## config.mk

```make
export PLATFORM = sky130hd
export DESIGN_NAME = xpoint_switch
export DESIGN_NICKNAME = d
export VERILOG_FILES = /design/src/rtl/xbar_pkg.sv /design/src/rtl/xbar_sync.sv /design/src/rtl/xbar_ctrl.sv /design/src/rtl/xbar_datapath.sv /design/src/rtl/xpoint_switch.sv
export SDC_FILE = /design/constraint.sdc
export NUM_CORES = 1
export LEC_CHECK = 0
export ABC_AREA = 1
export BUFFER_PORTS_ARGS = -buffer_cell sky130_fd_sc_hd__buf_2
export CAP_MARGIN = 20
export CORE_ASPECT_RATIO = 1.1
export CORE_MARGIN = 3
export CORE_UTILIZATION = 45
export DETAILED_ROUTE_END_ITERATION = 16
export PLACE_DENSITY = 0.62
export SYNTH_ARGS = -nofsm -noshare
export SYNTH_HDL_FRONTEND = slang
export SYNTH_HIERARCHICAL = 1
export SYNTH_SLANG_ARGS = --single-unit
```

## constraint.sdc

```tcl
create_clock -name clk -period 2.5 [get_ports clk]
set_input_delay 0.5 -clock clk [delete_from_list [all_inputs] [get_ports clk]]
set_output_delay 0.5 -clock clk [all_outputs]
set_load 0.01 [all_outputs]
```

## src/rtl/xbar_pkg.sv

```systemverilog
package xbar_pkg;

  // Pulses from the control path to the routing datapath, each one clock wide
  typedef struct packed {
    logic portWr;    // single-port write into the pending bank
    logic cfgXfer;   // copy pending bank into the active bank
    logic readyClr;  // drive ready low
    logic readySet;  // drive ready high
  } xbar_strb_t;

endpackage

```

## src/rtl/xbar_sync.sv

```systemverilog
module xbar_sync #(
  parameter int   STAGES  = 2,
  parameter logic RST_VAL = 1'b0
) (
  input  logic clk,
  input  logic rstN,
  input  logic asyncIn,
  output logic syncOut
);

  logic [STAGES-1:0] chain;

  always_ff @(posedge clk or negedge rstN) begin
    if (!rstN) chain <= {STAGES{RST_VAL}};
    else       chain <= {chain[STAGES-2:0], asyncIn};
  end

  assign syncOut = chain[STAGES-1];

endmodule

```

## src/rtl/xbar_ctrl.sv

```systemverilog
module xbar_ctrl
  import xbar_pkg::*;
#(
  parameter int SYNC_STAGES = 2
) (
  input  logic       clk,
  input  logic       rstN,
  input  logic       loadIn,
  input  logic       cfgN,
  output xbar_strb_t strb,
  output logic       ready
);

  logic loadS, cfgS;
  logic loadPrev, cfgPrev;
  logic loadRise, loadFall, cfgRise, cfgFall;

  // Load idles low and configure idles high; reset values match the idle levels
  xbar_sync #(.STAGES(SYNC_STAGES), .RST_VAL(1'b0)) uLoadSync (
    .clk(clk), .rstN(rstN), .asyncIn(loadIn), .syncOut(loadS)
  );
  xbar_sync #(.STAGES(SYNC_STAGES), .RST_VAL(1'b1)) uCfgSync (
    .clk(clk), .rstN(rstN), .asyncIn(cfgN), .syncOut(cfgS)
  );

  always_ff @(posedge clk or negedge rstN) begin
    if (!rstN) begin
      loadPrev <= 1'b0;
      cfgPrev  <= 1'b1;
    end else begin
      loadPrev <= loadS;
      cfgPrev  <= cfgS;
    end
  end

  always_comb begin
    loadRise = ~loadPrev &  loadS;
    loadFall =  loadPrev & ~loadS;
    cfgRise  = ~cfgPrev  &  cfgS;
    cfgFall  =  cfgPrev  & ~cfgS;
  end

  always_comb begin
    strb.portWr   = loadFall;
    strb.cfgXfer  = cfgFall;
    strb.readyClr = loadRise | cfgFall;
    strb.readySet = cfgRise;
  end

  // Clearing wins over setting when both are seen in one cycle
  always_ff @(posedge clk or negedge rstN) begin
    if (!rstN)              ready <= 1'b0;
    else if (strb.readyClr) ready <= 1'b0;
    else if (strb.readySet) ready <= 1'b1;
  end

endmodule

```

## src/rtl/xbar_datapath.sv

```systemverilog
module xbar_datapath
  import xbar_pkg::*;
#(
  parameter  int NUM_PORTS = 16,
  parameter  int DATA_W    = 1,
  localparam int SEL_W     = $clog2(NUM_PORTS),
  localparam int BUS_W     = NUM_PORTS * DATA_W,
  localparam int MAP_W     = NUM_PORTS * SEL_W
) (
  input  logic             clk,
  input  logic             rstN,
  input  xbar_strb_t       strb,
  input  logic [SEL_W-1:0] srcAddr,
  input  logic [SEL_W-1:0] dstAddr,
  input  logic             bulkWr,
  input  logic [MAP_W-1:0] bulkSel,
  input  logic [BUS_W-1:0] dataIn,
  output logic [BUS_W-1:0] dataOut,
  output logic [MAP_W-1:0] pendingFlat,
  output logic [MAP_W-1:0] activeFlat
);

  logic [SEL_W-1:0] pendBank [NUM_PORTS];
  logic [SEL_W-1:0] pendNext [NUM_PORTS];
  logic [SEL_W-1:0] activeSel[NUM_PORTS];

  // Bulk load first, then the single-port write overlays its destination
  always_comb begin
    for (int p = 0; p < NUM_PORTS; p++) begin
      pendNext[p] = bulkWr ? bulkSel[p*SEL_W +: SEL_W] : pendBank[p];
    end
    if (strb.portWr) pendNext[dstAddr] = srcAddr;
  end

  // Pending bank has no reset so the user map outlives a reset pulse
  always_ff @(posedge clk) begin
    if (bulkWr || strb.portWr) begin
      for (int p = 0; p < NUM_PORTS; p++) pendBank[p] <= pendNext[p];
    end
  end

  for (genvar g = 0; g < NUM_PORTS; g++) begin : gOut
    // A selector is loaded only when its value changes, so untouched paths stay quiet
    always_ff @(posedge clk or negedge rstN) begin
      if (!rstN)
        activeSel[g] <= '0;
      else if (strb.cfgXfer && (pendNext[g] != activeSel[g]))
        activeSel[g] <= pendNext[g];
    end

    assign dataOut[g*DATA_W +: DATA_W]    = dataIn[activeSel[g]*DATA_W +: DATA_W];
    assign pendingFlat[g*SEL_W +: SEL_W]  = pendBank[g];
    assign activeFlat[g*SEL_W +: SEL_W]   = activeSel[g];
  end

endmodule

```

## src/rtl/xpoint_switch.sv

```systemverilog
module xpoint_switch
  import xbar_pkg::*;
#(
  parameter  int NUM_PORTS = 16,
  parameter  int DATA_W    = 1,
  localparam int SEL_W     = $clog2(NUM_PORTS),
  localparam int BUS_W     = NUM_PORTS * DATA_W,
  localparam int MAP_W     = NUM_PORTS * SEL_W
) (
  input  logic             clk,
  input  logic             rstN,
  input  logic             loadIn,
  input  logic [SEL_W-1:0] srcAddr,
  input  logic [SEL_W-1:0] dstAddr,
  input  logic             cfgN,
  input  logic             bulkWr,
  input  logic [MAP_W-1:0] bulkSel,
  input  logic [BUS_W-1:0] dataIn,
  output logic [BUS_W-1:0] dataOut,
  output logic             ready
);

  xbar_strb_t       strb;
  logic [MAP_W-1:0] pendingFlat;
  logic [MAP_W-1:0] activeFlat;

  xbar_ctrl #(.SYNC_STAGES(2)) uCtrl (
    .clk(clk), .rstN(rstN), .loadIn(loadIn), .cfgN(cfgN),
    .strb(strb), .ready(ready)
  );

  xbar_datapath #(.NUM_PORTS(NUM_PORTS), .DATA_W(DATA_W)) uPath (
    .clk(clk), .rstN(rstN), .strb(strb),
    .srcAddr(srcAddr), .dstAddr(dstAddr),
    .bulkWr(bulkWr), .bulkSel(bulkSel),
    .dataIn(dataIn), .dataOut(dataOut),
    .pendingFlat(pendingFlat), .activeFlat(activeFlat)
  );

endmodule

```

==> reports/qor.yml <==
status: "finished, final reports clean"
setup_viol: 0
totalWireLength_um: 27700
cts_buffer_depth: 2
grt_pass1_wl_um: 43200
synth_warnings: 6
clock_latency_ps: 420
placed_cells: 1729
cp_max_fo: 9
skew_ps: 9.54
max_freq_mhz: 424
wl_per_cell_um: 15.7
dp_hpwl_um: 18300
hold_ws_ps: 59.6
diodes: 0
core_mm2: 0.0206
vias: 9121
die_height_um: 158
io_pins: 110
arrival_ps: 1860
critical-path-slowest-cell: "dfrtp_1"
critical-path-max-stage-delay_ps: 540
grt_overflow: 0
criticalPathCategory: "reg2out"
grt_pass1_vias: 8264
cp-start-kind: "flop"
io_buffers: 109
htree_num_levels: 4
crit_chain: "clkinvlp_4, nand2_1, nand3_1, nand3_1, nand3_1, nand2_1, buf_2"
ant_nets: 0
cts_made_buffers: 17
cp_num_buf_inv: 2
drive_gt1_share_pct: 13.2
totalPowerFinal_mw: 7.63
drt_first_pass_iters: 9
critPathCaptureType: "output port"
gp_congestion: 0.903
row_count: 55
grt_start_max_net_pins: 65
syn_area_per_cell_um2: 6.77
p_leak_nw: 6.17
nFillCells: 2042
cts.sinks: 135
start_util_pct: 45.8
cts-root-buf: "clkbuf_16"
finalCritPeriodShare_pct: 94.4
final_cell_count_no_fill: 1761
hp-class: "in2async"
final_nets: 1585
drv_slew: 0
tritoncts: "built"
critPathTopFamily: "flip-flops"
antenna_found_initial: 0
period_minus_slack_ps: 2360
area_growth_pct: 15.6
die_width_um: 144
viasPerCell: 5.18
p_per_area_mw_per_mm2: 698
cp.required_ps: 2000
syn_nets: 1490
maxCapViolCount: 0
cts_setup_buffers: 0
grtUsageTotal_pct: 24.3
fp.dieArea_mm2: 0.0228
worst_pin_slew_ps: 1150
crit_top_cell: "nand3_1"
synthesis.area_mm2: 0.00946
clkTransAtPathRegs_ps: 60
slew_headroom_pct: 23.4
drc: 0
hold_violations: 0
drt_iter0_markers: 676
synthCells: 1397
ir_drop_v: 0.000515
==> report_power, final <==
part           internal [mW]  switching [mW]  total, mW
registers               2.67           0.295       2.97
clock network           1.59           0.949       2.54
logic                  0.806            1.32       2.13
total                   5.07            2.57       7.63
==> worst reg2reg max path, stage by stage (launching register included) <==
cell	delay, ps
dfstp_2	530
inv_1	50
nand2_2	60
inv_1	50
clkinv_2	30
buf_4	840
mux2i_1	340
==> timing repair <==
item | 4_1_cts | 5_1_grt
endpoints found under the hold margin | 0 | 0
hold buffers | 0 | 0
setup endpoints to repair | 0 | 7
resized for setup | 0 | 8
==> cell usage in the layout (no fill, tap or decap), drive strengths merged <==
cell type	n
nand2	495
nand3	274
inv	231
buf	143
dfrtp	68
mux2i	64
edfxtp	64
nor2	64
o21a	40
clkbuf	23
clkinv	15
clkinvlp	8
o21ai	8
bufinv	3
dfstp	3
a21oi	1
or2	1
==> routing by layer <==
metal | GRT usage (%) | up-vias | routed length, µm
li1 | - | 4568 | -
met1 | 31.6 | 4171 | 11800
met2 | 40.9 | 330 | 13200
met3 | 4.38 | 52 | 1980
met4 | 8.75 | 0 | 748
met5 | 0 | - | 0
==> flip-flops by register name, indices dropped and copies added (netlist names) <==
name and cells:
uCtrl/cfgPrev 1, uCtrl/ready 1, uCtrl/uLoadSync/chain 2, uCtrl/uCfgSync/chain 2
uPath/activeFlat 64, uCtrl/loadPrev 1, uPath/pendBank 64
==> through the flow <==
stage	setup TNS, ps	util (%)	instance area (µm²)	worst slack (ps)
5_1_grt	-9.94	53.0	10900	-9.94
4_1_cts	0	52.8	10900	119
3_5_place_dp	0	50.0	10300	487
3_3_place_gp	0	50.0	10300	496
6_report	0	53.0	10900	141
2_1_floorplan	0	-	9460	398
==> area by class of cell <==
| type | instances | area [µm²] | area share, % |
|---|---|---|---|
| inverter | 248 | 958 | 8.76 |
| tap | 256 | 320 | 2.93 |
| sequential | 135 | 3700 | 33.9 |
| clock inverter | 9 | 126 | 1.16 |
| multi-input combinational | 947 | 4500 | 41.2 |
| timing repair buffer | 143 | 868 | 7.94 |
| clock buffer | 23 | 458 | 4.19 |
==> worst paths after layout <==
path	to	slack, ps	cells after the start	start
min in group clk	uCtrl/uCfgSync/chain[0]	170	1	cfgN
max in group asynchronous	uPath/activeFlat[39]	1760	2	rstN
hold / removal	uPath/activeFlat[31]	60	1	rstN
setup reg to reg	uPath/activeFlat[38]	510	6	uCtrl/uCfgSync/chain[1]
hold reg to reg	uCtrl/uLoadSync/chain[1]	350	0	uCtrl/uLoadSync/chain[0]
setup / recovery	dataOut[5]	140	7	uPath/activeFlat[20]
Note: power is estimated with default switching activity, not from simulation.
